**src/rtl/ltmr_pkg.sv**
```systemverilog
package ltmr_pkg;
   localparam int unsigned BUS_W = 32;
   // first window index (0x300 >> 8) and window spacing of 0x100
   localparam int unsigned WIN_FIRST = 3;
   localparam int unsigned WIN_BITS  = 8;

   localparam logic [7:0] OFS_PRESC = 8'h00;
   localparam logic [7:0] OFS_RELOAD = 8'h08;
   localparam logic [7:0] OFS_CTRL  = 8'h20;
   localparam logic [7:0] OFS_PEND  = 8'h30;
   localparam logic [7:0] OFS_IEN   = 8'h34;
   localparam logic [7:0] OFS_WACK  = 8'h40;

   localparam int unsigned COMMIT_BIT = 31;
   localparam int unsigned ACK_PRESC  = 0;
   localparam int unsigned ACK_RELOAD = 1;
   localparam int unsigned ACK_CTRL   = 3;
   localparam logic [3:0]  ACK_MASK   = 4'b1011;

   typedef struct packed {
      logic periodic;   // bit 2
      logic irq_arm;    // bit 1
      logic run;        // bit 0
   } ctrl_t;
endpackage

```
**src/rtl/ltmr_prescaler.sv**
```systemverilog
module ltmr_prescaler #(
   parameter int unsigned PRE_W = 32
) (
   input  logic             clk,
   input  logic             rst_n,
   input  logic             load_i,
   input  logic             run_i,
   input  logic [PRE_W-1:0] reload_i,
   output logic             tick_o
);
   logic [PRE_W-1:0] cnt_q;

   always_ff @(posedge clk or negedge rst_n) begin
      if (!rst_n)                   cnt_q <= '0;
      else if (load_i)              cnt_q <= reload_i;
      else if (run_i) begin
         if (cnt_q == '0)           cnt_q <= reload_i;
         else                       cnt_q <= cnt_q - 1'b1;
      end
   end

   assign tick_o = run_i && !load_i && (cnt_q == '0);

   // a stopped prescaler holds its count
   a_r7_prescale_frozen: assert property (@(posedge clk) disable iff (!rst_n)
      (!run_i && !load_i) |=> $stable(cnt_q));
endmodule

```
**src/rtl/ltmr_interval.sv**
```systemverilog
module ltmr_interval #(
   parameter int unsigned CNT_W = 31
) (
   input  logic             clk,
   input  logic             rst_n,
   input  logic             load_i,
   input  logic             tick_i,
   input  logic [CNT_W-1:0] reload_i,
   output logic             expire_o
);
   localparam logic [CNT_W-1:0] ONE = CNT_W'(1);
   logic [CNT_W-1:0] cnt_q;
   logic             last;

   assign last     = (cnt_q <= ONE);
   assign expire_o = tick_i && !load_i && last;

   always_ff @(posedge clk or negedge rst_n) begin
      if (!rst_n)                   cnt_q <= '0;
      else if (load_i)              cnt_q <= reload_i;
      else if (tick_i) begin
         if (last)                  cnt_q <= reload_i;
         else                       cnt_q <= cnt_q - 1'b1;
      end
   end

   // the interval count only moves on a prescaled tick or a load
   a_r4_interval_idle: assert property (@(posedge clk) disable iff (!rst_n)
      (!tick_i && !load_i) |=> $stable(cnt_q));
   // a tick above the last step lowers the count by exactly one
   a_r4_interval_step: assert property (@(posedge clk) disable iff (!rst_n)
      (tick_i && !load_i && !last) |=> (cnt_q == $past(cnt_q) - ONE));
endmodule

```
**src/rtl/ltmr_core.sv**
```systemverilog
module ltmr_core
   import ltmr_pkg::*;
#(
   parameter int unsigned PRE_W = 32,
   parameter int unsigned CNT_W = 31
) (
   input  logic             clk,
   input  logic             rst_n,
   input  logic             wr_en,
   input  logic [7:0]       wr_ofs,
   input  logic [BUS_W-1:0] wr_data,
   input  logic [7:0]       rd_ofs,
   output logic [BUS_W-1:0] rd_data,
   output logic             irq
);
   ctrl_t            ctrl_q;
   logic [PRE_W-1:0] presc_q;
   logic [CNT_W-1:0] reload_q;
   logic             pend_q;
   logic             ien_q;
   logic [3:0]       wack_q;
   logic [3:0]       wack_n;

   logic wr_presc, wr_reload, wr_ctrl, wr_pend, wr_ien, wr_wack;
   logic start_load, tick, expire;

   assign wr_presc  = wr_en && (wr_ofs == OFS_PRESC);
   assign wr_reload = wr_en && (wr_ofs == OFS_RELOAD);
   assign wr_ctrl   = wr_en && (wr_ofs == OFS_CTRL);
   assign wr_pend   = wr_en && (wr_ofs == OFS_PEND);
   assign wr_ien    = wr_en && (wr_ofs == OFS_IEN);
   assign wr_wack   = wr_en && (wr_ofs == OFS_WACK);

   assign start_load = wr_ctrl && wr_data[0] && !ctrl_q.run;

   ltmr_prescaler #(.PRE_W(PRE_W)) u_pre (
      .clk      (clk),
      .rst_n    (rst_n),
      .load_i   (start_load),
      .run_i    (ctrl_q.run),
      .reload_i (presc_q),
      .tick_o   (tick)
   );

   ltmr_interval #(.CNT_W(CNT_W)) u_ivl (
      .clk      (clk),
      .rst_n    (rst_n),
      .load_i   (start_load),
      .tick_i   (tick),
      .reload_i (reload_q),
      .expire_o (expire)
   );

   always_ff @(posedge clk or negedge rst_n) begin
      if (!rst_n) begin
         presc_q  <= '0;
         reload_q <= '0;
         ien_q    <= 1'b0;
      end else begin
         if (wr_presc)                        presc_q  <= wr_data[PRE_W-1:0];
         if (wr_reload && wr_data[COMMIT_BIT]) reload_q <= wr_data[CNT_W-1:0];
         if (wr_ien)                          ien_q    <= wr_data[0];
      end
   end

   always_ff @(posedge clk or negedge rst_n) begin
      if (!rst_n)                              ctrl_q     <= '0;
      else if (wr_ctrl)                        ctrl_q     <= ctrl_t'(wr_data[2:0]);
      else if (expire && !ctrl_q.periodic)     ctrl_q.run <= 1'b0;
   end

   always_ff @(posedge clk or negedge rst_n) begin
      if (!rst_n)                    pend_q <= 1'b0;
      else if (expire)               pend_q <= 1'b1;
      else if (wr_pend && wr_data[0]) pend_q <= 1'b0;
   end

   always_comb begin
      wack_n = wack_q;
      if (wr_wack)   wack_n = wack_n & ~wr_data[3:0];
      if (wr_presc)  wack_n[ACK_PRESC]  = 1'b1;
      if (wr_reload) wack_n[ACK_RELOAD] = 1'b1;
      if (wr_ctrl)   wack_n[ACK_CTRL]   = 1'b1;
      wack_n = wack_n & ACK_MASK;
   end

   always_ff @(posedge clk or negedge rst_n) begin
      if (!rst_n) wack_q <= '0;
      else        wack_q <= wack_n;
   end

   assign irq = pend_q && ien_q && ctrl_q.irq_arm;

   always_comb begin
      case (rd_ofs)
         OFS_PRESC:  rd_data = BUS_W'(presc_q);
         OFS_RELOAD: rd_data = BUS_W'(reload_q);
         OFS_CTRL:   rd_data = BUS_W'(ctrl_q);
         OFS_PEND:   rd_data = BUS_W'(pend_q);
         OFS_IEN:    rd_data = BUS_W'(ien_q);
         OFS_WACK:   rd_data = BUS_W'(wack_q);
         default:    rd_data = '0;
      endcase
   end

   // a write without the commit flag keeps the stored reload
   a_r3_reload_guard: assert property (@(posedge clk) disable iff (!rst_n)
      (wr_reload && !wr_data[COMMIT_BIT]) |=> $stable(reload_q));
   // an expiry always leaves the pending bit set
   a_r4_pending_set: assert property (@(posedge clk) disable iff (!rst_n)
      expire |=> pend_q);
   // single-shot expiry drops the run bit
   a_r6_single_stop: assert property (@(posedge clk) disable iff (!rst_n)
      (expire && !ctrl_q.periodic && !wr_ctrl) |=> !ctrl_q.run);
   // no expiry while stopped
   a_r7_no_expire_idle: assert property (@(posedge clk) disable iff (!rst_n)
      !ctrl_q.run |-> !expire);
   // interrupt only with enable set
   a_r9_irq_enable: assert property (@(posedge clk) disable iff (!rst_n)
      irq |-> (ien_q && pend_q));
   // control write is acknowledged
   a_r10_ctrl_ack: assert property (@(posedge clk) disable iff (!rst_n)
      wr_ctrl |=> wack_q[ACK_CTRL]);
endmodule

```
**src/rtl/ltmr_bank.sv**
```systemverilog
module ltmr_bank
   import ltmr_pkg::*;
#(
   parameter int unsigned NUM_CORES = 2,
   parameter int unsigned ADDR_W    = 12,
   parameter int unsigned PRE_W     = 32,
   parameter int unsigned CNT_W     = 31
) (
   input  logic                 clk,
   input  logic                 rst_n,
   input  logic                 bus_wr,
   input  logic [ADDR_W-1:0]    bus_addr,
   input  logic [BUS_W-1:0]     bus_wdata,
   output logic [BUS_W-1:0]     bus_rdata,
   output logic [NUM_CORES-1:0] irq
);
   localparam int unsigned WIN_W = ADDR_W - WIN_BITS;

   initial begin
      assert (NUM_CORES >= 1 && WIN_FIRST + NUM_CORES <= (1 << WIN_W))
         else $error("ltmr_bank: windows do not fit the address width");
      assert (PRE_W >= 1 && PRE_W <= BUS_W)
         else $error("ltmr_bank: PRE_W out of range");
      assert (CNT_W >= 2 && CNT_W <= COMMIT_BIT)
         else $error("ltmr_bank: CNT_W out of range");
   end

   logic [WIN_W-1:0]    win;
   logic [7:0]          ofs;
   logic [BUS_W-1:0]    rd_core [NUM_CORES];
   logic [NUM_CORES-1:0] hit;

   assign win = bus_addr[ADDR_W-1:WIN_BITS];
   assign ofs = bus_addr[WIN_BITS-1:0];

   for (genvar i = 0; i < NUM_CORES; i++) begin : g_core
      assign hit[i] = (win == WIN_W'(WIN_FIRST + i));

      ltmr_core #(.PRE_W(PRE_W), .CNT_W(CNT_W)) u_core (
         .clk     (clk),
         .rst_n   (rst_n),
         .wr_en   (bus_wr && hit[i]),
         .wr_ofs  (ofs),
         .wr_data (bus_wdata),
         .rd_ofs  (ofs),
         .rd_data (rd_core[i]),
         .irq     (irq[i])
      );
   end

   always_comb begin
      bus_rdata = '0;
      for (int i = 0; i < NUM_CORES; i++)
         if (hit[i]) bus_rdata = bus_rdata | rd_core[i];
   end

   // the windows never overlap
   a_r11_one_window: assert property (@(posedge clk) disable iff (!rst_n)
      $onehot0(hit));
endmodule

```
**config.mk**
```make
export PLATFORM = sky130hd
export DESIGN_NAME = ltmr_bank
export DESIGN_NICKNAME = d
export VERILOG_FILES = /design/src/rtl/ltmr_pkg.sv /design/src/rtl/ltmr_prescaler.sv /design/src/rtl/ltmr_interval.sv /design/src/rtl/ltmr_core.sv /design/src/rtl/ltmr_bank.sv
export SDC_FILE = /design/constraint.sdc
export NUM_CORES = 1
export LEC_CHECK = 0
export BUFFER_PORTS_ARGS = -buffer_cell sky130_fd_sc_hd__clkbuf_2
export CORE_ASPECT_RATIO = 1.1
export CORE_MARGIN = 5
export CORE_UTILIZATION = 45
export DETAILED_ROUTE_END_ITERATION = 6
export GPL_ROUTABILITY_DRIVEN = 1
export GPL_TIMING_DRIVEN = 1
export HOLD_SLACK_MARGIN = 0.03
export PLACE_DENSITY = 0.61
export SLEW_MARGIN = 20
export SYNTH_ARGS = -nofsm -noshare
export SYNTH_HDL_FRONTEND = slang
export SYNTH_SLANG_ARGS = --single-unit
```
**constraint.sdc**
```tcl
create_clock -name clk -period 5 [get_ports clk]
set_input_delay 0.75 -clock clk [delete_from_list [all_inputs] [get_ports clk]]
set_output_delay 0.75 -clock clk [all_outputs]
set_load 0.02 [all_outputs]
```
==> metrics.yaml <==
sta:
  finalSetupTns_ns: 0
  slew_headroom_pct: 23.7
  fmax_mhz: 262
  worstMarginPinSlew_ns: 1.14
  fin_hold_ws_ns: 0.495
  skew_ns: 0.0119
  rsz0062_at_grt: "no"
  finalCritPeriodShare_pct: 76.3
  hold_violations: 0
  setup-violations-final: 0
  drv_slew: 0
  fin_crit_ns: 3.81
detailed_routing:
  wl_per_cell_um: 24.3
  drc: 0
  drt_iter0_markers: 1093
  drtPass1Iterations: 5
  vias_per_cell: 6.53
  ant_nets: 0
  wl_um: 51100
  vias: 13700
global_route:
  grt_use_total_pct: 27.0
  grt_overflow_total: 0
  grt_max_degree: 106
  grt_first_pass_wirelength_um: 80400
  antenna_found_initial: 0
  first_global_vias: 13700
clock_tree:
  htreeDepth: 1
  cts_buffers: 31
  cts.sinks: 268
  cts_tree: "yes"
  clk_pin_slew_ns: 0.06
  clk_latency_ns: 0.57
  cts_resized: 0
  cts-root-buf: "clkbuf_16"
  cts.path.max_buffers: 3
logic_synthesis:
  yosysWarnings: 0
  avgSynthCellArea_um2: 9.54
  synth_edf_count: 0
  synth-async-reset-ratio_pct: 100
  synth-main-ff-cell: "dfrtp_1"
  synth_top_area_share_pct: 44.2
  ys_types: 75
  syn_nets: 1647
  synth.area.top_cells: "dfrtp_1, mux2_2, mux2i_1, a21oi_1, o21ai_0"
  synth_cells: 1592
  yosysTopAreaCell: "dfrtp_1"
  ys_seq_area_share_pct: 44.2
  netlist_area_um2: 15200
  ys_ff_latch: 268
floorplan:
  dieArea_um2: 37500
  die_width_um: 185
  io_pins: 81
  coreArea_um2: 33300
  num_rows: 70
  die_h_um: 203
  initial_core_util_pct: 45.6
critical_path:
  timing.rr.end: "g_core[1].u_core.u_ivl.cnt_q[30]$_DFFE_PN0P_"
  path_cells: "buf_4 -> buf_4 -> nor4_1 -> buf_4 -> and2_1 -> a222oi_1 -> nand2b_1 -> o21ai_0 -> clkbuf_2"
  crit_slowest_cell: "buf_4"
  critPathTopFamily: "buffers and inverters"
  critical_path_peak_fanout: 65
  cp_common_cell: "buf_4"
  required_ns: 4.25
  cp-endpoint: "bus_rdata[1]"
  r2r_start: "g_core[1].u_core.u_pre.cnt_q[15]$_DFFE_PN0P_"
  r2r_cells: 7
  worstSetupStartpoint: "bus_addr[3]"
  start_kind: "input port"
  timing_worst_setup_path_type: "in -> out"
  crit_cells: 9
  slowest_delay_ns: 0.85
  cp-end-kind: "output pin"
  cp_num_buf_inv: 4
  worstPathArrival_ns: 3.06
  r2r_slack_ns: 1.27
placement:
  gp_congestion: 0.953
  numPortBuffers: 80
  hpwl_um: 36900
  dpl-instance-area_um2: 16100
outcome:
  status: "completed"
final_layout:
  drive_gt1_share_pct: 20.6
  diodes: 0
  nets: 1699
  final_common_cell: "dfrtp_1"
  area_delta_synth_final_pct: 13.0
  stdcell_area_um2: 17200
  mostFrequentLayoutCells: "dfrtp_1, mux2_2, a21oi_1, o21ai_0, nand2_1"
pwr:
  power_leakage_nw: 7.73
  power.density_nw_per_um2: 325
  vdd_drop_max_uv: 302
worst_hold_path:
  hp-class: "in -> reg"
job:
  maxCapViolations: 0
## cells in the mapped netlist, types with 9 or more instances
| master | number |
|---|---|
| nand3_1 | 83 |
| mux2_2 | 137 |
| dfrtp_1 | 268 |
| inv_1 | 33 |
| and3_1 | 14 |
| o22a_1 | 18 |
| a31oi_1 | 17 |
| or3_1 | 26 |
| nand2_1 | 101 |
| a21oi_1 | 115 |
| clkbuf_1 | 77 |
| o21a_1 | 12 |
| o21ai_0 | 103 |
| or4_1 | 17 |
| and2_1 | 9 |
| a22oi_1 | 14 |
| o22ai_1 | 38 |
| mux2i_1 | 66 |
| nor2_1 | 98 |
| nand4_1 | 36 |
| o31ai_1 | 15 |
| nor4_1 | 50 |
| o311ai_0 | 9 |
| buf_2 | 14 |
| or2_2 | 12 |
| nor3_1 | 65 |
## cell type report
type / instances / area (µm²)
Inverter: 33 / 124
Clock inverter: 12 / 175
Timing Repair Buffer: 119 / 724
Multi-Input combinational cell: 1191 / 8010
Tap cell: 432 / 541
Fill cell: 3092 / 16100
Sequential cell: 268 / 6710
Clock buffer: 45 / 878
## sequential cells by signal, indices dropped and copies added (netlist names)
name,count
g_core.u_core.reload_q,62
g_core.u_core.pend_q,2
g_core.u_core.u_ivl.cnt_q,62
g_core.u_core.ctrl_q,6
g_core.u_core.wack_q,6
g_core.u_core.presc_q,64
g_core.u_core.u_pre.cnt_q,64
g_core.u_core.ien_q,2
## stage by stage
| step | setup WS [ns] | util (%) | std cells | total power [W] |
|---|---|---|---|---|
| 2_1_floorplan | 1.65 | - | 1592 | 0.00296 |
| 3_3_place_gp | 1.22 | 48.3 | 2042 | 0.00321 |
| 3_5_place_dp | 1.18 | 48.3 | 2042 | 0.00323 |
| 4_1_cts | 1.17 | 51.5 | 2100 | 0.00560 |
| 5_1_grt | 1.03 | 51.6 | 2100 | 0.00580 |
| 6_report | 1.19 | 51.6 | 2100 | 0.00558 |
## where the power goes
group	switching (W)	internal, W
Clock	0.000942	0.00142
Combinational	0.000460	0.000246
Sequential	0.000190	0.00232
## worst min-delay path by stage
stage                                                             from                                      endpoint  cells past startpoint
final                                                    bus_wdata[31]      g_core[1].u_core.presc_q[31]$_DFFE_PN0P_                      2
after global routing                                     bus_wdata[11]      g_core[1].u_core.presc_q[11]$_DFFE_PN0P_                      2
after CTS                                                bus_wdata[31]      g_core[1].u_core.presc_q[31]$_DFFE_PN0P_                      2
after detailed placement        g_core[1].u_core.wack_q[3]$_DFFE_PN0P_        g_core[1].u_core.wack_q[3]$_DFFE_PN0P_                      1
after global placement    g_core[0].u_core.u_pre.cnt_q[26]$_DFFE_PN0P_  g_core[0].u_core.u_pre.cnt_q[26]$_DFFE_PN0P_                      2
after floorplan                                                  rst_n        g_core[0].u_core.ctrl_q[0]$_DFFE_PN0P_                      0
## metal layers
layer | routed length (µm) | GRT usage [%] | vias to the layer above
met5 | 0 | 0 | -
met4 | 2080 | 9.96 | 0
met3 | 3130 | 3.58 | 130
met2 | 24300 | 44.1 | 510
met1 | 21600 | 36.7 | 6870
li1 | - | - | 6198
## cell families (layout without fill, tap and decap cells)
group	Yosys count	after routing	synth area share (%)
adders and majority gates	8	8	0.659
buffers and inverters	133	209	3.50
AOI/OAI and AO/OA	430	430	18.2
muxes	203	203	14.5
DFF	268	268	44.2
and+or+nand+nor	550	550	19.0
## repair_timing
item / CTS / global route
endpoints found under the setup margin: 0 / 0
hold endpoints to repair: 22 / 0
hold buffers: 1 / 0
buffers inserted: 0 / 0
Note: power is estimated with default switching activity, not from simulation.
